`config.mk`:
```
export PLATFORM = sky130hd
export DESIGN_NAME = mlp_cost_table
export DESIGN_NICKNAME = d
export VERILOG_FILES = /design/src/rtl/mca_pkg.sv /design/src/rtl/mca_free_finder.sv /design/src/rtl/mca_share_lut.sv /design/src/rtl/mca_quantizer.sv /design/src/rtl/mca_slot.sv /design/src/rtl/mlp_cost_table.sv
export SDC_FILE = /design/constraint.sdc
export NUM_CORES = 2
export LEC_CHECK = 0
export BUFFER_PORTS_ARGS = -buffer_cell sky130_fd_sc_hd__buf_4
export CORE_UTILIZATION = 67
export CTS_BUF_LIST = sky130_fd_sc_hd__clkbuf_2
export CTS_CLUSTER_SIZE = 12
export DETAILED_ROUTE_END_ITERATION = 16
export PLACE_DENSITY = 0.95
export SLEW_MARGIN = 5
export SYNTH_ARGS = -nofsm -noshare
export SYNTH_HDL_FRONTEND = slang
export SYNTH_HIERARCHICAL = 1
export SYNTH_SLANG_ARGS = --single-unit
```
`constraint.sdc`:
```
create_clock -name clk -period 51 [get_ports clk]
set_input_delay 5.1 -clock clk [delete_from_list [all_inputs] [get_ports clk]]
set_output_delay 5.1 -clock clk [all_outputs]
set_load 0.005 [all_outputs]
```
`src/rtl/mca_pkg.sv`:
```
// Package: shared constants and types for the miss cost accumulator.
// Assumes the cost class is a fixed 3-bit code, 0 (cheap) to 7 (costly).
package mca_pkg;
    localparam int CLASS_W     = 3;
    localparam int NUM_CLASSES = 1 << CLASS_W;
    typedef logic [CLASS_W-1:0] cost_class_t;
endpackage

```
`src/rtl/mca_free_finder.sv`:
```
// Finds the lowest-numbered free slot and flags a full table.
// Assumes occ_i reflects slot occupancy at the start of the cycle.
module mca_free_finder #(
    parameter int SLOTS = 32,
    parameter int IDX_W = $clog2(SLOTS)
) (
    input  logic [SLOTS-1:0] occ_i,
    output logic [IDX_W-1:0] free_idx_o,
    output logic             all_busy_o
);
    // Priority pick: scan from the top so the lowest free slot wins last.
    always_comb begin
        free_idx_o = '0;
        for (int i = SLOTS - 1; i >= 0; i--) begin
            if (!occ_i[i]) free_idx_o = IDX_W'(i);
        end
    end

    assign all_busy_o = &occ_i;
endmodule

```
`src/rtl/mca_share_lut.sv`:
```
// Counts outstanding demand misses and looks up this cycle's per-miss share.
// Assumes FRAC_W fractional bits; share is floor(2^FRAC_W / N), and 0 for N = 0.
module mca_share_lut #(
    parameter int SLOTS  = 32,
    parameter int FRAC_W = 8,
    parameter int CNT_W  = $clog2(SLOTS + 1)
) (
    input  logic [SLOTS-1:0]  demand_i,
    output logic [FRAC_W:0]   share_o
);
    localparam int ONE = 1 << FRAC_W;

    logic [CNT_W-1:0] n_demand;
    logic [FRAC_W:0]  lut [SLOTS+1];

    // Population count of demand slots occupied at the start of the cycle.
    always_comb begin
        n_demand = '0;
        for (int i = 0; i < SLOTS; i++) n_demand = n_demand + CNT_W'(demand_i[i]);
    end

    // Reciprocal table, one constant entry per possible count.
    assign lut[0] = '0;
    for (genvar g = 1; g <= SLOTS; g++) begin : g_recip
        assign lut[g] = (FRAC_W + 1)'(ONE / g);
    end

    assign share_o = lut[n_demand];
endmodule

```
`src/rtl/mca_quantizer.sv`:
```
// Maps the integer cycle count of a cost to a 3-bit class in bins of BIN_CYCLES.
// Assumes the top class absorbs every count at or above 7 bins.
module mca_quantizer #(
    parameter int INT_W      = 10,
    parameter int BIN_CYCLES = 60
) (
    input  logic [INT_W-1:0]          cycles_i,
    output mca_pkg::cost_class_t      class_o
);
    localparam int TOP = mca_pkg::NUM_CLASSES - 1;

    logic [TOP:1] at_or_above;

    // One threshold comparator per class boundary.
    for (genvar k = 1; k <= TOP; k++) begin : g_thr
        assign at_or_above[k] = int'(cycles_i) >= k * BIN_CYCLES;
    end

    // Thermometer-to-binary: the class is the number of boundaries passed.
    always_comb begin
        class_o = '0;
        for (int k = 1; k <= TOP; k++) class_o = class_o + mca_pkg::cost_class_t'(at_or_above[k]);
    end
endmodule

```
`src/rtl/mca_slot.sv`:
```
// One outstanding-miss slot: occupancy, kind, address and a saturating cost.
// Assumes alloc_hit only targets a free slot and retire_hit only an occupied one.
module mca_slot #(
    parameter int ADDR_W = 32,
    parameter int FRAC_W = 8,
    parameter int COST_W = 18
) (
    input  logic              clk,
    input  logic              rst_n,
    input  logic              alloc_hit,
    input  logic              alloc_pf,
    input  logic [ADDR_W-1:0] alloc_addr,
    input  logic              retire_hit,
    input  logic [FRAC_W:0]   share_i,
    output logic              occ_o,
    output logic              demand_o,
    output logic [ADDR_W-1:0] addr_o,
    output logic [COST_W-1:0] cost_final_o
);
    logic              occ_q;
    logic              pf_q;
    logic [ADDR_W-1:0] addr_q;
    logic [COST_W-1:0] cost_q;
    logic [COST_W:0]   sum;
    logic [COST_W-1:0] cost_sat;

    // Add this cycle's share and clamp at the largest code.
    always_comb begin
        sum      = {1'b0, cost_q} + (COST_W + 1)'(share_i);
        cost_sat = sum[COST_W] ? '1 : sum[COST_W-1:0];
    end

    // Slot state: load on allocate, charge demand misses, free on retire.
    always_ff @(posedge clk) begin
        if (!rst_n) begin
            occ_q  <= 1'b0;
            pf_q   <= 1'b0;
            addr_q <= '0;
            cost_q <= '0;
        end else if (alloc_hit) begin
            occ_q  <= 1'b1;
            pf_q   <= alloc_pf;
            addr_q <= alloc_addr;
            cost_q <= '0;
        end else begin
            if (retire_hit) occ_q <= 1'b0;
            if (occ_q && !pf_q) cost_q <= cost_sat;
        end
    end

    assign occ_o        = occ_q;
    assign demand_o     = occ_q && !pf_q;
    assign addr_o       = addr_q;
    assign cost_final_o = demand_o ? cost_sat : cost_q;

    // a fresh slot is occupied and starts from zero cost.
    assert_alloc_zero_R2: assert property (@(posedge clk) disable iff (!rst_n)
        alloc_hit |=> (occ_q && cost_q == '0));

    // a prefetch slot never accumulates cost.
    assert_pf_flat_R5: assert property (@(posedge clk) disable iff (!rst_n)
        (occ_q && pf_q && !alloc_hit) |=> $stable(cost_q));

    // an occupied demand slot grows every cycle until it saturates.
    assert_demand_grows_R3: assert property (@(posedge clk) disable iff (!rst_n)
        (occ_q && !pf_q && !alloc_hit) |=> ((cost_q > $past(cost_q)) || (&cost_q)));
endmodule

```
`src/rtl/mlp_cost_table.sv`:
```
// Outstanding-miss table that charges each in-flight demand miss an equal
// share of every stall cycle and reports a 3-bit cost class on retirement.
// Assumes SLOTS is a power of two so every retire_idx value names a slot.
module mlp_cost_table #(
    parameter int SLOTS      = 32,
    parameter int ADDR_W     = 32,
    parameter int FRAC_W     = 8,
    parameter int INT_W      = 10,
    parameter int BIN_CYCLES = 60
) (
    input  logic                        clk,
    input  logic                        rst_n,
    input  logic                        alloc_valid,
    input  logic [ADDR_W-1:0]           alloc_addr,
    input  logic                        alloc_prefetch,
    output logic                        alloc_grant,
    output logic [$clog2(SLOTS)-1:0]    alloc_idx,
    output logic                        table_full,
    input  logic                        retire_valid,
    input  logic [$clog2(SLOTS)-1:0]    retire_idx,
    output logic                        done_valid,
    output logic [ADDR_W-1:0]           done_addr,
    output logic [mca_pkg::CLASS_W-1:0] done_class
);
    localparam int IDX_W  = $clog2(SLOTS);
    localparam int COST_W = INT_W + FRAC_W;

    logic [SLOTS-1:0]  occ_vec;
    logic [SLOTS-1:0]  demand_vec;
    logic [FRAC_W:0]   share;
    logic              retire_ok;
    logic [ADDR_W-1:0] slot_addr [SLOTS];
    logic [COST_W-1:0] slot_cost [SLOTS];
    mca_pkg::cost_class_t retire_class;

    // Lowest free slot and full flag from the start-of-cycle occupancy.
    mca_free_finder #(.SLOTS(SLOTS), .IDX_W(IDX_W)) u_free (
        .occ_i      (occ_vec),
        .free_idx_o (alloc_idx),
        .all_busy_o (table_full)
    );

    // Per-miss share of this cycle from the demand count.
    mca_share_lut #(.SLOTS(SLOTS), .FRAC_W(FRAC_W)) u_share (
        .demand_i (demand_vec),
        .share_o  (share)
    );

    assign alloc_grant = alloc_valid && !table_full;
    assign retire_ok   = retire_valid && occ_vec[retire_idx];

    // One slot instance per table entry.
    for (genvar g = 0; g < SLOTS; g++) begin : g_slot
        mca_slot #(.ADDR_W(ADDR_W), .FRAC_W(FRAC_W), .COST_W(COST_W)) u_slot (
            .clk          (clk),
            .rst_n        (rst_n),
            .alloc_hit    (alloc_grant && (alloc_idx == IDX_W'(g))),
            .alloc_pf     (alloc_prefetch),
            .alloc_addr   (alloc_addr),
            .retire_hit   (retire_ok && (retire_idx == IDX_W'(g))),
            .share_i      (share),
            .occ_o        (occ_vec[g]),
            .demand_o     (demand_vec[g]),
            .addr_o       (slot_addr[g]),
            .cost_final_o (slot_cost[g])
        );
    end

    // Class of the slot being retired, including this cycle's share.
    mca_quantizer #(.INT_W(INT_W), .BIN_CYCLES(BIN_CYCLES)) u_quant (
        .cycles_i (slot_cost[retire_idx][COST_W-1:FRAC_W]),
        .class_o  (retire_class)
    );

    // Registered retire result, one pulse per accepted retire.
    always_ff @(posedge clk) begin
        if (!rst_n) begin
            done_valid <= 1'b0;
            done_addr  <= '0;
            done_class <= '0;
        end else begin
            done_valid <= retire_ok;
            if (retire_ok) begin
                done_addr  <= slot_addr[retire_idx];
                done_class <= retire_class;
            end
        end
    end

    // a result only ever follows a retire request by one cycle.
    assert_done_after_retire_R7: assert property (@(posedge clk) disable iff (!rst_n)
        done_valid |-> $past(retire_valid));

    // a retire aimed at an empty slot yields no result.
    assert_empty_retire_R9: assert property (@(posedge clk) disable iff (!rst_n)
        (retire_valid && !occ_vec[retire_idx]) |=> !done_valid);

    // a full table stays full while nothing retires.
    assert_full_holds_R8: assert property (@(posedge clk) disable iff (!rst_n)
        (table_full && !retire_valid) |=> table_full);

    // a grant always lands on an unoccupied slot.
    assert_grant_free_R2: assert property (@(posedge clk) disable iff (!rst_n)
        alloc_grant |-> !occ_vec[alloc_idx]);
endmodule

```
Yosys cells after proc, flatten, opt, wreduce, memory -nomap -nowiden. Memories as Yosys holds them, arrays and structs flattened. Index checks and enable logic that the tools add are counted.

Register bits: 1700. Memory bits (read-only): 576. Input port bits: 42. Output and inout port bits: 43. Word-level logic and storage cells: 644. Memories: 1.

Memory list: (name not given) (depth 64, bits a word 9, rd ports 1, clocked after memory_dff 0, write ports 0, RTL line mca_share_lut.sv:28) `assign share_o = lut[n_demand];`.

Add/sub/neg operators: 69. Order comparisons: 10. Equal/unequal tests: 62. Muxes and demuxes: 170. Bitwise operators: 3. Reductions and logical operators: 198.

Operators with widths (number): 18-bit two-way mux (66); 18-bit by 9-bit adder with 19-bit output (32); 6-bit by 1-bit adder with 6-bit output (30); 32-bit binary-select mux with 5-bit select (1); 5-bit equality test (second input constant) (32); 5-bit two-way mux (32); 1-bit logical AND (98); 18-bit binary-select mux with 5-bit select (1); 5-bit by 4-bit equality test with 1-bit output (second input constant) (16); 1-bit two-way mux (65); 32-bit two-way mux (2); 2-bit nonzero test (32); 2-bit OR reduction (32); 5-bit by 3-bit equality test with 1-bit output (second input constant) (8); 1-bit zero test (33); 32-bit AND reduction (1); 10-bit by 9-bit >= comparator with 1-bit output (second input constant) (3); 5-bit by 2-bit equality test with 1-bit output (second input constant) (4); 10-bit by 8-bit >= comparator with 1-bit output (second input constant) (2); 9-bit two-way mux (2); 3-bit by 1-bit adder with 3-bit output (5); 5-bit by 1-bit equality test with 1-bit output (second input constant) (2); 10-bit by 6-bit >= comparator with 1-bit output (second input constant) (1); 10-bit by 7-bit >= comparator with 1-bit output (second input constant) (1); 9 further kinds (11).

Logic depth before layout (Yosys ltp).
Depth in word-level cells: 50. Mapped depth: 44. Depth with buffers taken out: 40.

Hierarchy. The synthesis kept the hierarchy.

Modules (own cells, without submodules): mca_slot at g_slot[0].u_slot ... (instances 23, cells each 269, area each 2762.6 um^2); mca_slot at g_slot[31].u_slot ... (instances 8, cells each 267, area each 2555.0 um^2); mlp_cost_table (instances 1, cells each 1211, area each 12957.4 um^2); mca_slot at g_slot[30].u_slot (instances 1, cells each 287, area each 2660.1 um^2); mca_share_lut (instances 1, cells each 140, area each 1199.9 um^2); mca_free_finder (instances 1, cells each 67, area each 374.1 um^2); mca_quantizer (instances 1, cells each 27, area each 226.5 um^2).

Worst setup path after synthesis. No wires, ideal clock.

Kind: reg-to-reg. Start: reg g_slot[11].u_slot.occ_q. End: reg done_class[1] in the netlist's numbering. Setup time: 0.072 ns. Arrival time: 18.925 ns. Path slack: 32.003 ns. Stages on the path, launching flop included: 40. Path buffers: 3. Period minus slack after synthesis: 18.997 ns. Path through: dfxtp_1 -> nand2b_1 -> clkbuf_1 -> inv_2 -> fa_1 -> inv_1 -> fa_1 -> inv_1 -> fa_1 -> fa_1 -> fa_1 -> inv_1 -> fa_1 -> inv_1 -> ha_1 -> fa_1 -> a21o_1 -> a21oi_1 -> (+4 left out) -> fa_1 -> a211oi_1 -> or4_1 -> buf_2 -> a2111oi_4 -> mux2_4 -> mux4_2 -> mux4_2 -> mux2_2 -> or3_4 -> a311oi_2 -> fa_1 -> fa_1 -> inv_1 -> fa_1 -> fa_1 -> nand2_1 -> mux2i_1.

RTL lines: start: declaration (RTL line mca_slot.sv:20) `logic occ_q;`; start signal: assignment (RTL line mca_slot.sv:36) `occ_q <= 1'b0;`; start signal: assignment (RTL line mca_slot.sv:41) `occ_q <= 1'b1;`; start signal: assignment (RTL line mca_slot.sv:46) `if (retire_hit) occ_q <= 1'b0;`; end signal: assignment (RTL line mlp_cost_table.sv:85) `done_class <= retire_class;`; end: declaration (RTL line mlp_cost_table.sv:23) `output logic [mca_pkg::CLASS_W-1:0] done_class`.

==> flow_metrics.tcl <==
set metrics [dict create \
    grt_setup_unrepaired "false" \
    grt_max_degree 283 \
    gp_congestion 1.00 \
    clockBufferDepth 4 \
    p_total_mw 2.45 \
    p_leak_nw 38.6 \
    first_pass_iters 8 \
    cts_inserted_buffers 436 \
    cts_tree "done" \
    antenna_found_initial 31 \
    place_hpwl_um 195000 \
    cts_max_level 5 \
    skew_ps 399 \
    hold_path.class "register to register" \
    yosys_warnings 6 \
    crit_top_cell "fa_1" \
    rows 141 \
    fp.dieW_um 387 \
    reg2reg_slack_ps 36620 \
    drv_slew 0 \
    clock-sinks 1700 \
    worst_pin_slew_ps 1220 \
    post_cts_buffers 0 \
    relSlewSlack 0.184 \
    drive_gt1_frac 0.191 \
    synth_fp_nets 10100 \
    io-pin-count 85 \
    num_vias 83800 \
    post_drt_wl_per_cell_um 26.4 \
    hold_viol 0 \
    fin_crit_sh 0.282 \
    critical_path_class "register to register" \
    area_growth_pct 4.77 \
    wirelength_um 317000 \
    crit_path_end_kind "register" \
    design.die.area_um2 150000 \
    tns_ps 0 \
    fp.dieH_um 387 \
    avgSynthCellArea_um2 10.2 \
    clock_latency_ps 2030 \
    core_area_um2 148000 \
    ant_nets 0 \
    ctsHoldBuffers 0 \
    grt_pass1_wl_um 480000 \
    max_stage_delay_ps 870 \
    nNetsFinal 10200 \
    crit_fanout 40 \
    status "complete, no violations" \
    fin_crit_ps 14380 \
    grt_pass1_vias 82900 \
    root_buffer "clkbuf_2" \
    ir_drop_v 0.0000203 \
    path_clk_slew_ps 100 \
    worst_path_max_delay_cell "buf_4" \
    powerDensity_nw_per_um2 23.5 \
    final-setup-viol-count 0 \
    ctsResizeCount 0 \
    initial_core_util 0.674 \
    critPathLaunchType "register" \
    required_ps 52640 \
    fmax_ghz 0.0695 \
    syn_area_um2 99600 \
    utilization 0.706 \
    port_buffers 84 \
    drtIter0Drc 10600 \
    gr-total-overflow 0 \
    viasPerCell 6.97 \
    syn_inst 9728 \
    maxCapViolations 0 \
    post-route-drc-count 0 \
    crit_arrival_ps 16020 \
    grt.total_usage 0.407 \
]
-- power by group --
part	internal (mW)	switching [mW]	total, mW
logic	0.0587	0.116	0.175
registers	1.33	0.00408	1.34
clock network	0.342	0.598	0.940
total	1.73	0.718	2.45
-- registers in the layout (all words and copies together) (netlist names) --
signal and count:
done_class 3, done_valid 1, done_addr 32, g_slot.u_slot/pf_q 32, g_slot.u_slot/cost_q 576, g_slot.u_slot/occ_o 32
g_slot.u_slot/addr_o 1024
-- cell type report --
| class | count | area (um^2) |
|---|---|---|
| clock buffers | 638 | 3190 |
| diodes | 15 | 37.5 |
| fillers | 9879 | 43400 |
| repair buffers | 173 | 1370 |
| inverters | 179 | 672 |
| multi-input cells | 7287 | 62100 |
| well taps | 1930 | 2410 |
| flip-flops and latches | 1700 | 34000 |
| clock inverters | 108 | 495 |
-- worst paths after layout --
kind / start / to / cells past startpoint
worst max-delay path: g_slot[9].u_slot/occ_o$_SDFFE_PN0P_ / done_class[1]$_SDFFE_PN0P_ / 38
worst min register to register: g_slot[19].u_slot/cost_q[6]$_SDFF_PP0_ / g_slot[19].u_slot/cost_q[6]$_SDFF_PP0_ / 2
worst min-delay path: g_slot[19].u_slot/cost_q[6]$_SDFF_PP0_ / g_slot[19].u_slot/cost_q[6]$_SDFF_PP0_ / 2
worst max register to register: g_slot[9].u_slot/occ_o$_SDFFE_PN0P_ / done_class[1]$_SDFFE_PN0P_ / 38
-- per-stage QoR --
step	worst slack, ps	hold WS [ps]	area [um^2]	instances
global route	36030	489	104000	12000
detailed placement	36940	465	101000	11300
global placement	36980	452	101000	11300
finish	36620	483	104000	12000
floorplan	32000	443	99600	9728
CTS	36780	480	104000	12000
-- layout by cell type, fill, tap and decap left out, types with 182 or more instances in the layout --
cell type,instances
dfxtp_1,1700
clkbuf_2,638
xnor2_1,182
nand2_1,368
nor2b_1,1187
nor2_1,321
a21oi_1,331
mux2i_1,1398
mux4_2,211
a31oi_1,252
ha_1,300
-- worst max-delay path: cells and delay by family (launching register included) --
family	cells	cell delay, ps
flip-flops	1	500
AND/OR/NAND/NOR	4	1380
AO/OA/AOI/OAI	7	1690
XOR/XNOR	1	450
buffers and inverters	8	2190
adder cells (fa/ha/maj)	13	6120
multiplexers	5	1750
-- layer usage --
layer | part of all wire | wire length (um) | track usage | up-vias
met1 | 0.37 | 117000 | 0.490 | 40100
met3 | 0.13 | 41700 | 0.154 | 1737
li1 | - | - | - | 36400
met5 | 0.00088 | 280 | 0.00223 | -
met4 | 0.073 | 23300 | 0.272 | 38
met2 | 0.42 | 135000 | 0.603 | 5488
(Power assumes the default switching activity.)
